<file path="config.mk">
export PLATFORM = sky130hd
export DESIGN_NAME = dsadc_seq
export DESIGN_NICKNAME = d
export VERILOG_FILES = /design/src/rtl/dsadc_pkg.sv /design/src/rtl/dsadc_sync.sv /design/src/rtl/dsadc_timer.sv /design/src/rtl/dsadc_fsm.sv /design/src/rtl/dsadc_seq.sv
export SDC_FILE = /design/constraint.sdc
export NUM_CORES = 1
export LEC_CHECK = 0
export BUFFER_PORTS_ARGS = -buffer_cell sky130_fd_sc_hd__clkbuf_2
export CORE_ASPECT_RATIO = 0.75
export CORE_UTILIZATION = 55
export CTS_BUF_LIST = sky130_fd_sc_hd__clkbuf_8
export CTS_CLUSTER_DIAMETER = 120
export DETAILED_ROUTE_END_ITERATION = 6
export PLACE_DENSITY = 0.88
export SLEW_MARGIN = 40
export SYNTH_ARGS = -nofsm -noshare
export SYNTH_HDL_FRONTEND = slang
export SYNTH_SLANG_ARGS = --single-unit
</file>
<file path="constraint.sdc">
create_clock -name clk -period 2.2 [get_ports clk]
set_clock_uncertainty 0.05 [all_clocks]
set_input_delay 0.33 -clock clk [delete_from_list [all_inputs] [get_ports clk]]
set_output_delay 0.33 -clock clk [all_outputs]
set_load 0.01 [all_outputs]
</file>
<file path="src/rtl/dsadc_pkg.sv">
package dsadc_pkg;

  typedef enum logic [1:0] {
    PH_IZ   = 2'b00,
    PH_AZ   = 2'b01,
    PH_INT  = 2'b10,
    PH_DINT = 2'b11
  } phase_e;

  // Successor of a phase in an uninterrupted conversion.
  function automatic phase_e phase_succ(input phase_e p);
    case (p)
      PH_AZ:   return PH_INT;
      PH_INT:  return PH_DINT;
      PH_DINT: return PH_IZ;
      default: return PH_AZ;
    endcase
  endfunction

endpackage

</file>
<file path="src/rtl/dsadc_sync.sv">
module dsadc_sync #(
  parameter int STAGES = 2
) (
  input  logic clk,
  input  logic rst_n,
  input  logic d,
  output logic lvl,
  output logic lvl_prev
);
  // sh[STAGES-1] is the synchronized level, sh[STAGES] its previous value
  logic [STAGES:0] sh;

  always_ff @(posedge clk or negedge rst_n) begin
    if (!rst_n) sh <= '0;
    else        sh <= {sh[STAGES-1:0], d};
  end

  assign lvl      = sh[STAGES-1];
  assign lvl_prev = sh[STAGES];

  AST_SYNC_DELAY: assert property (@(posedge clk) disable iff (!rst_n)
    lvl_prev == $past(lvl)) else $error("sync prev mismatch");
endmodule

</file>
<file path="src/rtl/dsadc_timer.sv">
module dsadc_timer #(
  parameter int CNT_W = 16
) (
  input  logic             clk,
  input  logic             rst_n,
  input  logic             load_en,
  input  logic [CNT_W-1:0] load_val,
  input  logic             inc_en,
  output logic [CNT_W-1:0] cnt,
  output logic             at_full
);
  always_ff @(posedge clk or negedge rst_n) begin
    if (!rst_n)       cnt <= '0;
    else if (load_en) cnt <= load_val;
    else if (inc_en)  cnt <= cnt + 1'b1;
  end

  assign at_full = &cnt;

  AST_TIMER_STEP: assert property (@(posedge clk) disable iff (!rst_n)
    (inc_en && !load_en) |=> (cnt == $past(cnt) + 1'b1)) else $error("timer step");
  AST_TIMER_LOAD: assert property (@(posedge clk) disable iff (!rst_n)
    load_en |=> (cnt == $past(load_val))) else $error("timer load");
endmodule

</file>
<file path="src/rtl/dsadc_fsm.sv">
module dsadc_fsm
  import dsadc_pkg::*;
#(
  parameter int CNT_W = 16,
  localparam int RES_W = CNT_W + 2
) (
  input  logic             clk,
  input  logic             rst_n,
  input  logic             force_az,
  input  logic             cmp_lvl,
  input  logic             cmp_edge,
  input  logic [CNT_W-1:0] base,
  input  logic [CNT_W-1:0] cnt,
  input  logic             at_full,
  output phase_e           phase,
  output logic             tmr_load,
  output logic [CNT_W-1:0] tmr_val,
  output logic             tmr_inc,
  output logic             rdy,
  output logic [RES_W-1:0] result
);
  phase_e phase_nxt;
  logic   pol, ovr;
  // named internal events
  logic   int_done, dint_done, ovr_set;

  always_comb begin
    phase_nxt = phase;
    tmr_load  = 1'b0;
    tmr_val   = base;
    tmr_inc   = 1'b0;
    if (force_az) begin
      phase_nxt = PH_AZ;
      tmr_load  = 1'b1;
    end else begin
      case (phase)
        PH_IZ: if (cmp_lvl) begin
          phase_nxt = PH_AZ;
          tmr_load  = 1'b1;
        end
        PH_AZ: if (at_full) begin
          phase_nxt = PH_INT;
          tmr_load  = 1'b1;
        end else tmr_inc = 1'b1;
        PH_INT: if (at_full) begin
          phase_nxt = PH_DINT;
          tmr_load  = 1'b1;
          tmr_val   = '0;
        end else tmr_inc = 1'b1;
        default: if (cmp_edge) phase_nxt = PH_IZ;
                 else          tmr_inc   = 1'b1;
      endcase
    end
  end

  assign int_done  = !force_az && (phase == PH_INT) && at_full;
  assign dint_done = !force_az && (phase == PH_DINT) && cmp_edge;
  assign ovr_set   = !force_az && (phase == PH_DINT) && !cmp_edge && at_full;

  always_ff @(posedge clk or negedge rst_n) begin
    if (!rst_n) begin
      phase  <= PH_IZ;
      pol    <= 1'b0;
      ovr    <= 1'b0;
      rdy    <= 1'b0;
      result <= '0;
    end else begin
      phase <= phase_nxt;
      rdy   <= dint_done;
      if (int_done) begin
        pol <= cmp_lvl;
        ovr <= 1'b0;
      end else if (ovr_set) begin
        ovr <= 1'b1;
      end
      if (dint_done) result <= {ovr, pol, cnt};
    end
  end

  AST_PHASE_ORDER: assert property (@(posedge clk) disable iff (!rst_n)
    (phase != $past(phase) && !$past(force_az)) |-> (phase == phase_succ($past(phase))))
    else $error("phase order");
  AST_FORCE_AZ: assert property (@(posedge clk) disable iff (!rst_n)
    force_az |=> (phase == PH_AZ)) else $error("force");
  AST_IZ_WAIT: assert property (@(posedge clk) disable iff (!rst_n)
    (phase == PH_IZ && !cmp_lvl && !force_az) |=> (phase == PH_IZ)) else $error("iz wait");
  AST_DINT_START: assert property (@(posedge clk) disable iff (!rst_n)
    int_done |=> (phase == PH_DINT && cnt == '0)) else $error("dint start");
  AST_RDY_ONE: assert property (@(posedge clk) disable iff (!rst_n)
    rdy |=> !rdy) else $error("rdy width");
  AST_RDY_SRC: assert property (@(posedge clk) disable iff (!rst_n)
    rdy |-> ($past(phase) == PH_DINT && $past(cmp_edge) && phase == PH_IZ)) else $error("rdy source");
  AST_RESULT_HOLD: assert property (@(posedge clk) disable iff (!rst_n)
    !rdy |-> $stable(result)) else $error("result hold");
  AST_OVR_ON_WRAP: assert property (@(posedge clk) disable iff (!rst_n)
    ovr_set |=> ovr) else $error("overrange");
  AST_POL_CAPTURE: assert property (@(posedge clk) disable iff (!rst_n)
    int_done |=> (pol == $past(cmp_lvl))) else $error("polarity");
endmodule

</file>
<file path="src/rtl/dsadc_seq.sv">
module dsadc_seq
  import dsadc_pkg::*;
#(
  parameter int CNT_W       = 16,
  parameter int PRESET_W    = 8,
  parameter int SYNC_STAGES = 2
) (
  input  logic                clk,
  input  logic                rst_n,
  input  logic                cmp_in,
  input  logic                ce_n,
  input  logic                load_n,
  input  logic [PRESET_W-1:0] preset,
  output logic [1:0]          phase,
  output logic                rdy,
  output logic [CNT_W+1:0]    result
);
  localparam int LOW_W = CNT_W - PRESET_W;

  // preset forms the high part of the start value, low part cleared
  function automatic logic [CNT_W-1:0] start_count(input logic [PRESET_W-1:0] p);
    return {p, {LOW_W{1'b0}}};
  endfunction

  logic [PRESET_W-1:0] load_reg, eff_preset;
  logic                force_az, cmp_lvl, cmp_prev, cmp_edge;
  logic [CNT_W-1:0]    base, cnt, tmr_val;
  logic                at_full, tmr_load, tmr_inc;
  phase_e              fsm_phase;

  always_ff @(posedge clk or negedge rst_n) begin
    if (!rst_n)       load_reg <= '0;
    else if (!load_n) load_reg <= preset;
  end

  assign force_az   = !ce_n || !load_n;
  assign eff_preset = load_n ? load_reg : preset;
  assign base       = start_count(eff_preset);
  assign cmp_edge   = cmp_lvl ^ cmp_prev;

  dsadc_sync #(.STAGES(SYNC_STAGES)) u_sync (
    .clk(clk), .rst_n(rst_n), .d(cmp_in), .lvl(cmp_lvl), .lvl_prev(cmp_prev)
  );

  dsadc_timer #(.CNT_W(CNT_W)) u_timer (
    .clk(clk), .rst_n(rst_n), .load_en(tmr_load), .load_val(tmr_val),
    .inc_en(tmr_inc), .cnt(cnt), .at_full(at_full)
  );

  dsadc_fsm #(.CNT_W(CNT_W)) u_fsm (
    .clk(clk), .rst_n(rst_n), .force_az(force_az), .cmp_lvl(cmp_lvl),
    .cmp_edge(cmp_edge), .base(base), .cnt(cnt), .at_full(at_full),
    .phase(fsm_phase), .tmr_load(tmr_load), .tmr_val(tmr_val),
    .tmr_inc(tmr_inc), .rdy(rdy), .result(result)
  );

  assign phase = fsm_phase;

  AST_PRESET_HOLD: assert property (@(posedge clk) disable iff (!rst_n)
    load_n |=> $stable(load_reg)) else $error("preset hold");
endmodule

</file>
---- Yosys cells after proc, flatten, opt, wreduce, memory -nomap -nowiden ----
Cells that the tools add are included.
operators by class
  add/sub/neg operators ................... 1
  eq/ne operators ......................... 6
  mux-type cells .......................... 22
  bitwise logic cells ..................... 1
  reduce and logical (&&, ||, !) cells .... 18
operator list
  operator                 number
  $mux W16                 5
  $add A16 B1 Y16 const B  1
  $reduce_and A16 Y1       1
  $mux W2                  5
  $mux W1                  8
  $mux W8                  1
  $logic_and A1 B1 Y1      6
  $ne A3 B1 Y1 const B     2
  $pmux W2 S3              1
  $reduce_bool A5 Y1       1
  $eq A2 B2 Y1 const B     2
  $logic_not A1 Y1         4
  $pmux W1 S2              2
  $reduce_and A4 Y1        1
  $reduce_bool A2 Y1       2
  $ne A3 B2 Y1 const B     1
  $eq A2 B1 Y1 const B     1
  $logic_not A2 Y1         1
  $reduce_or A2 Y1         1
  $logic_or A1 B1 Y1       1
  $xor A1 B1 Y1            1
word-level totals
  register bits ........................... 50
  bits of input ports ..................... 13
  output and inout port bits .............. 21

---- Depth between registers and ports, before layout ----
Gate-level depths: netlist of the first run.
  depth after elaboration ................. 8
  depth in mapped cells ................... 8
  gate-level depth less buffers ........... 7

---- By module ----
Synthesis of the first run repeated with hierarchy kept, for this count alone.
second synthesis, totals
  cell total of the unflattened synthesis .. 215
  area, all modules ....................... 2,506.2 um2
by module, submodules not included
  module       instances  cells an instance  area an instance (um2)
  dsadc_fsm    1          90                 1,178.6
  dsadc_timer  1          102                904.6
  dsadc_seq    1          20                 347.8
  dsadc_sync   1          3                  75.1

---- Worst setup path before layout of the first run ----
No wires, ideal clock.
  path kind ............................... register -> register
  start ................................... register u_timer.cnt[0]
  end ..................................... register u_fsm.phase[0]
  library setup time ...................... 0.128 ns
  arrival ................................. 1.871 ns
  setup slack ............................. 0.152 ns
  cell stages (with the launch flop) ...... 7
  clock period less this slack ............ 2.048 ns
  cell sequence ........................... dfrtp_1 > ha_1 > inv_1 > or4b_4 > nor2_4 > a2bb2oi_4 > mux2_1
on the way
  cells in the longest elaborated chain, start to end .. 3
  elaborated cells on any way between the ends .. 4
RTL lines
  what                             line               text
  start: declaration               dsadc_timer.sv:9   output logic [CNT_W-1:0] cnt,
  start signal: assignment         dsadc_timer.sv:14  else if (load_en) cnt <= load_val;
  start signal: assignment         dsadc_timer.sv:15  else if (inc_en) cnt <= cnt + 1'b1;
  $reduce_and A16 Y1 (*)           dsadc_timer.sv:18  assign at_full = &cnt;
  $ne A3 B1 Y1 (no line)           --
  $reduce_and A4 Y1 (no line) (*)  --
  end signal: assignment           dsadc_fsm.sv:68    phase <= phase_nxt;
  end: declaration                 dsadc_fsm.sv:15    output phase_e phase,
Mark *: on every way between the ends. The rest lies on a longest branch, timed or not.
A chain may end at the register's enable or synchronous reset.

---- Worst setup path in the final report of the first run ----
Same ends and word-level chain as after synthesis.

==> flow_summary.ini, run 1 <==
[status]
outcome = completed

[yosys]
synth.net_count = 229
synth_top_area_frac = 0.5097
syn_area_um2 = 2455
synth_cells = 210
yosys_warnings = 0
ys_async_sr_fraction = 1.000
synth_seq_cells = 50
avgSynthCellArea_um2 = 11.69
synthFlopType = dfrtp_1
synth_area_leaders = dfrtp_1, mux2_2, xnor2_1, ha_1, nand3_1
synth_seq_area_share = 0.5097
yosys.cell_types.count = 46
yosysTopAreaCell = dfrtp_1
synth_edf_count = 0

[placed_design]
hpwl_um = 3703
place_congestion = 0.9370
port_buffers = 33

[final_layout]
final_util = 0.7157
synthToLayoutAreaGrowth_pct = 21.10
drive_gt1_frac = 0.3969
layout_common_cells = dfrtp_1, clkbuf_2, mux2_2, buf_4
n_antenna_cell = 0
layout_commonest_cell = dfrtp_1
n_fill_cell = 305
fin_nets = 281
largest_register_ffs = 18

[global_routing]
antenna_found_initial = 0
grt_pass1_wl_um = 8604
grt_overflow = 0
grt_max_degree = 27
grt_pass1_vias = 1767
grt_usage = 0.2453

[sta]
maxClockFrequency_mhz = 460.1
drv_slew = 0
setup_viol = 0
min_period_over_period = 0.9880
maxSlewHeadroom = 0.5442
worst_pin_slew_ns = 0.6837
hold_viol_final = 0
fin_crit_ns = 2.174

[detailed_routing]
routed_wl_um = 5303
drt_iter0_drc = 153
drc_errors = 0
first_pass_iters = 4
vias = 1837
detail-route-antenna-nets = 0
vias_per_cell = 5.795
routedWlPerCell_um = 16.73

[critical_path]
critPathKind = reg -> reg
critPathCaptureType = flop
required_ns = 2.33
slowest_delay_ns = 0.58
crit_buf_inv = 1
worstPathArrival_ns = 2.31
cp_top_family = simple AND/OR/NAND/NOR gates
cp_slowest_cell = or4b_4
startpoint_type = flop
path_cells = ha_1 > inv_1 > or4b_4 > nor2_4 > a2bb2oi_4 > mux2_1
cp_max_fo = 4

[cts]
insertion_delay_ns = 0.30
ctsLongestPathBuffers = 2
cts_buffers = 5
htreeDepth = 2
clock-sinks = 50
clkTransAtPathRegs_ns = 0.08
cts_tree = built
cts_root_buffer = clkbuf_8

[run]
cap_violations = 0

[floorplan]
dieArea_um2 = 4737
die_h_um = 59.86
num_rows = 20
ios = 34
coreArea_um2 = 4154
start_util = 0.5910
fp.dieW_um = 79.15

[hold_path]
min-delay-path-class = in -> async

[pwr]
power_leakage_nw = 1.345
p_total_w = 0.002299
peakVddDrop_mv = 0.4743
power_density_nw_per_um2 = 773.3
==> per-stage QoR <==
stage / hold WS, ns / setup slack, ns / instance area, um^2 / std cells / TNS, ns
finish: 0.001410 / 0.02635 / 2973 / 317 / 0
global route: 0.04371 / -0.04455 / 2973 / 317 / -0.1065
floorplan: -0.01559 / 0.1517 / 2455 / 210 / 0
global placement: 0.2824 / 0.08187 / 2783 / 305 / 0
detailed placement: 0.3041 / -0.04835 / 2783 / 305 / -0.04835
CTS: 0.01568 / 0.01962 / 2897 / 312 / 0
==> cell usage after synthesis (2+ instances only) <==
library cell and n:
nor3_1 3, nand3_1 13, a21oi_1 7, nand4_1 3, o21ai_0 11, ha_1 6, a31oi_1 5, a211oi_1 3
mux2_2 28, and2_1 3, nand2_1 13, nor2_1 9, dfrtp_1 50, xnor2_1 13, nand3b_1 2, buf_2 5
inv_1 7
==> routing by layer <==
layer / share of wire / track usage / vias to the layer above
li1: - / - / 864
met1: 0.47 / 0.3383 / 915
met2: 0.47 / 0.4002 / 49
met3: 0.049 / 0.04275 / 9
met4: 0.011 / 0.07792 / 0
met5: 0 / 0 / -
==> cell families (layout without fill, tap and decap cells) <==
family / Yosys count / after routing / synth area share
XOR/XNOR: 13 / 13 / 0.04638
adder cells (fa/ha/maj): 6 / 6 / 0.03058
multiplexers: 30 / 30 / 0.1371
buffers and inverters: 13 / 65 / 0.02242
AO/OA/AOI/OAI: 40 / 40 / 0.1137
AND/OR/NAND/NOR: 58 / 58 / 0.1402
flip-flops: 50 / 50 / 0.5097
==> final cells by class <==
cell class | count | area [um^2] | share of cell area
Clock buffer | 6 | 82.58 | 0.02778
Clock inverter | 1 | 30.03 | 0.01010
Inverter | 7 | 26.28 | 0.008838
Multi-Input combinational cell | 147 | 1186 | 0.3990
Sequential cell | 50 | 1254 | 0.4217
Tap cell | 55 | 68.82 | 0.02315
Timing Repair Buffer | 51 | 325.3 | 0.1094
==> worst paths after layout <==
| kind | from | to | slack (ns) | depth (start not counted) |
|---|---|---|---|---|
| min in group clk | cmp_in | u_sync.sh[0] | 0.08 | 1 |
| worst max register to register | u_timer.cnt[0] | u_fsm.phase[0] | 0.03 | 6 |
| max in group asynchronous | rst_n | u_timer.cnt[3] | 1.53 | 2 |
| worst min register to register | u_sync.sh[0] | u_sync.sh[1] | 0.32 | 0 |
| worst max-delay path | u_timer.cnt[0] | u_fsm.phase[0] | 0.03 | 6 |
| worst min-delay path | rst_n | u_fsm.rdy | 0.001 | 1 |
==> timing repair <==
item / in CTS / in global routing
gates resized for setup: 1 / 9
hold endpoints to repair: 0 / 0
endpoints found under the setup margin: 2 / 9
pin swaps: 1 / 4
hold buffers: 0 / 0
setup buffers: 0 / 5
==> power breakdown <==
group / internal (W) / switching [W] / total, W
logic: 0.000245 / 0.000274 / 0.000519
clock network: 0.000364 / 0.000283 / 0.000646
registers: 0.00104 / 0.0000923 / 0.00113
No activity file was read; power rests on OpenSTA's default activity.
==> run 2, diff against run 1 <==
--- a/config.mk
+++ b/config.mk
@@ -5,6 +5,7 @@
 export SDC_FILE = /design/constraint.sdc
 export NUM_CORES = 1
 export LEC_CHECK = 0
+export ABC_AREA = 1
 export BUFFER_PORTS_ARGS = -buffer_cell sky130_fd_sc_hd__clkbuf_2
 export CORE_ASPECT_RATIO = 0.75
 export CORE_UTILIZATION = 55
==> flow_summary.ini, run 2 <==
[status]
outcome = completed

[placed_design]
place_inst = 408
place_congestion = 0.9724
port_buffers = 33
placed_area_um2 = 2793
hpwl_um = 3936

[detailed_routing]
first_pass_iters = 5
routed_wl_um = 5397
vias = 2203
drc_errors = 0
routedWlPerCell_um = 13.04
detail-route-antenna-nets = 0
vias_per_cell = 5.321
drt_iter0_drc = 258

[critical_path]
critPathKind = reg -> reg
cp_max_fo = 6
critPathCaptureType = flop
worstPathArrival_ns = 2.15
required_ns = 2.39
startpoint_type = flop

[global_routing]
antenna_found_initial = 0
grt_overflow = 0
grt_pass1_vias = 1897
grt_pass1_wl_um = 8604
grt_max_degree = 51
grt_usage = 0.2387

[final_layout]
drive_gt1_frac = 0.1849
n_antenna_cell = 0
final_area_um2 = 2888
layout_commonest_cell = nand2_1
synthToLayoutAreaGrowth_pct = 12.04
largest_register_ffs = 18
fin_nets = 377
final_util = 0.6427
layout_common_cells = nand2_1, dfrtp_1, clkbuf_2, inv_1, nor2_1
final_cells = 414

[floorplan]
coreArea_um2 = 4493
die_h_um = 61.29
dieArea_um2 = 4967
fp.dieW_um = 81.05
ios = 34
num_rows = 21
start_util = 0.5737

[yosys]
yosys-top-cells-count = nand2_1, dfrtp_1, inv_1
ys_async_sr_fraction = 1.000
synth_top_area_frac = 0.4854
yosys.cell_types.count = 27
synth_edf_count = 0
avgSynthCellArea_um2 = 8.005
synth_seq_cells = 50
synth_area_leaders = dfrtp_1, nand2_1, o21ai_0, inv_1, nor2_1
yosysTopAreaCell = dfrtp_1
synth.net_count = 341
yosys_warnings = 0
synth_seq_area_share = 0.4854
synth.most_common_cell = nand2_1
synthFlopType = dfrtp_1
synth_cells = 322
syn_area_um2 = 2577

[cts]
clkTransAtPathRegs_ns = 0.08
cts_tree = built
clock-sinks = 50
ctsLongestPathBuffers = 2
post_cts_buffers = 0
htreeDepth = 2
cts_buffers = 5
insertion_delay_ns = 0.30
cts_root_buffer = clkbuf_8

[sta]
min_period_over_period = 0.8916
finalSetupTns_ns = 0
drv_slew = 0
fin_crit_ns = 1.961
setup_viol = 0
maxClockFrequency_mhz = 509.8
maxSlewHeadroom = 0.5958
hold_viol_final = 0
worst_pin_slew_ns = 0.6063
rsz0062_at_grt = false

[pwr]
peakVddDrop_mv = 0.6011
power_density_nw_per_um2 = 901.1
p_total_w = 0.002602
power_leakage_nw = 1.552

[hold_path]
min-delay-path-class = in -> async

[run]
cap_violations = 0
## run 2: path summary, 6_finish.rpt
check | depth (start not counted) | startpoint | end | slack [ns]
worst max-delay path | 8 | u_fsm.phase[0] | u_timer.cnt[7] | 0.24
worst min-delay path | 2 | rst_n | u_fsm.pol | 0.07
worst max register to register | 8 | u_fsm.phase[0] | u_timer.cnt[7] | 0.24
worst min register to register | 0 | u_sync.sh[0] | u_sync.sh[1] | 0.31
max in group asynchronous | 2 | rst_n | u_fsm.phase[1] | 1.61
min in group clk | 1 | cmp_in | u_sync.sh[0] | 0.08
## run 2: critical path, stage by stage (launching register included)
cell and delay (ns):
dfrtp_1 0.44, inv_1 0.09, ha_1 0.31, inv_1 0.06
nor2_2 0.20, inv_1 0.10, o22ai_1 0.36, nand4_1 0.18
nand2_1 0.11
## run 2: logic make-up (layout without fill, tap and decap cells)
family | after synthesis | after routing | share of synthesized area
AND/OR/NAND/NOR | 188 | 188 | 0.3150
multiplexers | 8 | 8 | 0.03495
AO/OA/AOI/OAI | 26 | 26 | 0.05243
adder cells (fa/ha/maj) | 6 | 6 | 0.02913
flip-flops | 50 | 50 | 0.4854
buffers and inverters | 39 | 74 | 0.06602
XOR/XNOR | 5 | 5 | 0.01699
## run 2: routing by layer
layer	wire length, um	up-vias	global-route usage
met5	0	-	0
met4	53	0	0.07398
met3	511	7	0.05778
met2	2200	104	0.3529
met1	2631	1006	0.3482
li1	-	1086	-
## run 2: timing repair
item                                    in CTS  in global routing
resized for setup                            0                  3
endpoints found under the setup margin       0                 14
hold buffers                                 0                  0
## run 2: area by class of cell
| type | count | area, um^2 |
|---|---|---|
| Fill cell | 373 | 1605 |
| Tap cell | 57 | 71.32 |
| Multi-Input combinational cell | 233 | 1169 |
| Clock buffer | 6 | 82.58 |
| Timing Repair Buffer | 37 | 195.2 |
| Sequential cell | 50 | 1251 |
| Inverter | 31 | 118.9 |
## run 2: report_power, final
part           total, W  switching (W)  internal, W
sequential      0.00126       0.000170      0.00109
combinational  0.000818       0.000523     0.000295
clock          0.000520       0.000277     0.000243
## run 2: through the flow
step / setup slack (ns) / hold slack (ns)
2_1_floorplan: 0.3666 / -0.01559
3_3_place_gp: 0.2369 / 0.2862
3_5_place_dp: 0.1510 / 0.2886
4_1_cts: 0.1193 / 0.07770
5_1_grt: 0.08847 / 0.06774
6_report: 0.2386 / 0.07019
==> run 3, diff against run 2 <==
--- a/config.mk
+++ b/config.mk
@@ -7,12 +7,14 @@
 export LEC_CHECK = 0
 export ABC_AREA = 1
 export BUFFER_PORTS_ARGS = -buffer_cell sky130_fd_sc_hd__clkbuf_2
+export CELL_PAD_IN_SITES_DETAIL_PLACEMENT = 0
+export CELL_PAD_IN_SITES_GLOBAL_PLACEMENT = 1
 export CORE_ASPECT_RATIO = 0.75
-export CORE_UTILIZATION = 55
+export CORE_UTILIZATION = 47
 export CTS_BUF_LIST = sky130_fd_sc_hd__clkbuf_8
 export CTS_CLUSTER_DIAMETER = 120
 export DETAILED_ROUTE_END_ITERATION = 6
-export PLACE_DENSITY = 0.88
+export PLACE_DENSITY = 0.95
 export SLEW_MARGIN = 40
 export SYNTH_ARGS = -nofsm -noshare
 export SYNTH_HDL_FRONTEND = slang
==> constraint.sdc (replaced) <==
create_clock -name clk -period 2.5 [get_ports clk]
set_clock_uncertainty 0.05 [all_clocks]
set_input_delay 0.375 -clock clk [delete_from_list [all_inputs] [get_ports clk]]
set_output_delay 0.375 -clock clk [all_outputs]
set_load 0.01 [all_outputs]
==> flow_summary.ini, run 3 (synthesis results as in run 2) <==
[detailed_routing]
vias = 2105
detail-route-antenna-nets = 0
routed_wl_um = 5475
drc_errors = 0
routedWlPerCell_um = 12.70
first_pass_iters = 4
drt_iter0_drc = 142
vias_per_cell = 4.884

[hold_path]
min-delay-path-class = in -> async

[final_layout]
seqCellArea_um2 = 1251
fin_nets = 377
final_util = 0.5759
n_fill_cell = 491
synthToLayoutAreaGrowth_pct = 13.79
layout_common_cells = nand2_1, dfrtp_1, clkbuf_2, inv_1, nor2_1
largest_register_ffs = 18
layout_commonest_cell = nand2_1
drive_gt1_frac = 0.1838
n_antenna_cell = 0
final_cells = 431
multi_input_area_um2 = 1156

[floorplan]
num_rows = 22
dieArea_um2 = 5787
coreArea_um2 = 5092
start_util = 0.5061
fp.dieW_um = 87.51
ios = 34
die_h_um = 66.14

[cts]
cts_buffers = 5
ctsLongestPathBuffers = 2
clock-sinks = 50
cts_root_buffer = clkbuf_8
post_cts_buffers = 0
cts_hold_buffers = 0
insertion_delay_ns = 0.30
cts_tree = built
htreeDepth = 2
postCtsResizedCells = 0
clkTransAtPathRegs_ns = 0.08

[global_routing]
antenna_found_initial = 0
grt-busiest-layer = met1
grt_pass1_vias = 1923
met1_usage = 0.3413
grt_overflow = 0
grt_use_met2 = 0.2852
use_met3 = 0.04744
grt_pass1_wl_um = 9301
grt_usage = 0.2149
grt_max_degree = 51

[critical_path]
required_ns = 2.64
cp_max_fo = 14
startpoint_type = flop
timing.reg2reg.setup_slack_ns = 0.46
cp_slowest_cell = dfrtp_1
path_cells = ha_1 > inv_2 > nor2_2 > nand2_4 > nor2_8 > a21oi_2 > buf_4 > nand2_4 > inv_4 > nand2_1 > nand2_1
critPathCaptureType = flop
worstPathArrival_ns = 2.18
cp_top_family = simple AND/OR/NAND/NOR gates
critPathKind = reg -> reg
crit_buf_inv = 3
slowest_delay_ns = 0.42

[sta]
worst_pin_slew_ns = 0.4761
fin_crit_ns = 2.040
maxSlewHeadroom = 0.6826
setup_viol = 0
finalSetupTns_ns = 0
min_period_over_period = 0.8160
maxClockFrequency_mhz = 490.2
rsz0062_at_grt = false
hold_ws_ns = -0.0001318
hold_viol_final = 1
drv_slew = 0

[run]
cap_violations = 0

[status]
outcome = complete, but fails checks
violations = hold timing

[pwr]
p_total_w = 0.002374
power_leakage_nw = 1.570
peakVddDrop_mv = 0.3665
power_density_nw_per_um2 = 809.3

[placed_design]
place_inst = 423
port_buffers = 33
place_congestion = 0.9073
hpwl_um = 4206
[run 3: path summary, 6_finish.rpt]
check,endpoint,startpoint,cells past startpoint
setup / recovery,u_timer.cnt[7],u_timer.cnt[1],11
hold / removal,u_fsm.result[17],rst_n,2
setup reg to reg,u_timer.cnt[7],u_timer.cnt[1],11
hold reg to reg,u_sync.sh[1],u_sync.sh[0],0
max in group asynchronous,u_timer.cnt[5],rst_n,2
min in group clk,u_sync.sh[0],cmp_in,1
[run 3: final cells by class]
class | instances | share of cell area
clock buffers | 5 | 0.02346
inverters | 31 | 0.04053
well taps | 72 | 0.03072
repair buffers | 37 | 0.07082
multi-input cells | 233 | 0.3942
flip-flops and latches | 50 | 0.4266
clock inverters | 3 | 0.01365
[run 3: through the flow]
| step | hold slack, ns | area [um^2] | setup slack (ns) |
|---|---|---|---|
| 4_1_cts | 0.01239 | 2933 | 0.4675 |
| 6_report | -0.0001318 | 2933 | 0.4599 |
| 3_3_place_gp | 0.2848 | 2824 | 0.5267 |
| 5_1_grt | 0.02052 | 2933 | 0.2926 |
| 2_1_floorplan | 0.02941 | 2577 | 0.6666 |
| 3_5_place_dp | 0.2919 | 2824 | 0.4838 |
[run 3: per-layer routing]
layer	vias up	wire (um)
met3	7	384
met5	-	0
li1	1086	-
met4	0	55
met2	55	2075
met1	957	2959
[run 3: power breakdown]
group / switching [W] / total (W) / internal (W)
registers: 0.000146 / 0.00111 / 0.000963
clock network: 0.000258 / 0.000553 / 0.000295
logic: 0.000453 / 0.000712 / 0.000259
[run 3: worst reg2reg max path: stages (launching register included)]
cell     delay (ns)
dfrtp_1        0.42
ha_1           0.26
inv_2          0.05
nor2_2         0.20
nand2_4        0.11
nor2_8         0.17
a21oi_2        0.07
buf_4          0.18
nand2_4        0.17
inv_4          0.11
nand2_1        0.07
nand2_1        0.06
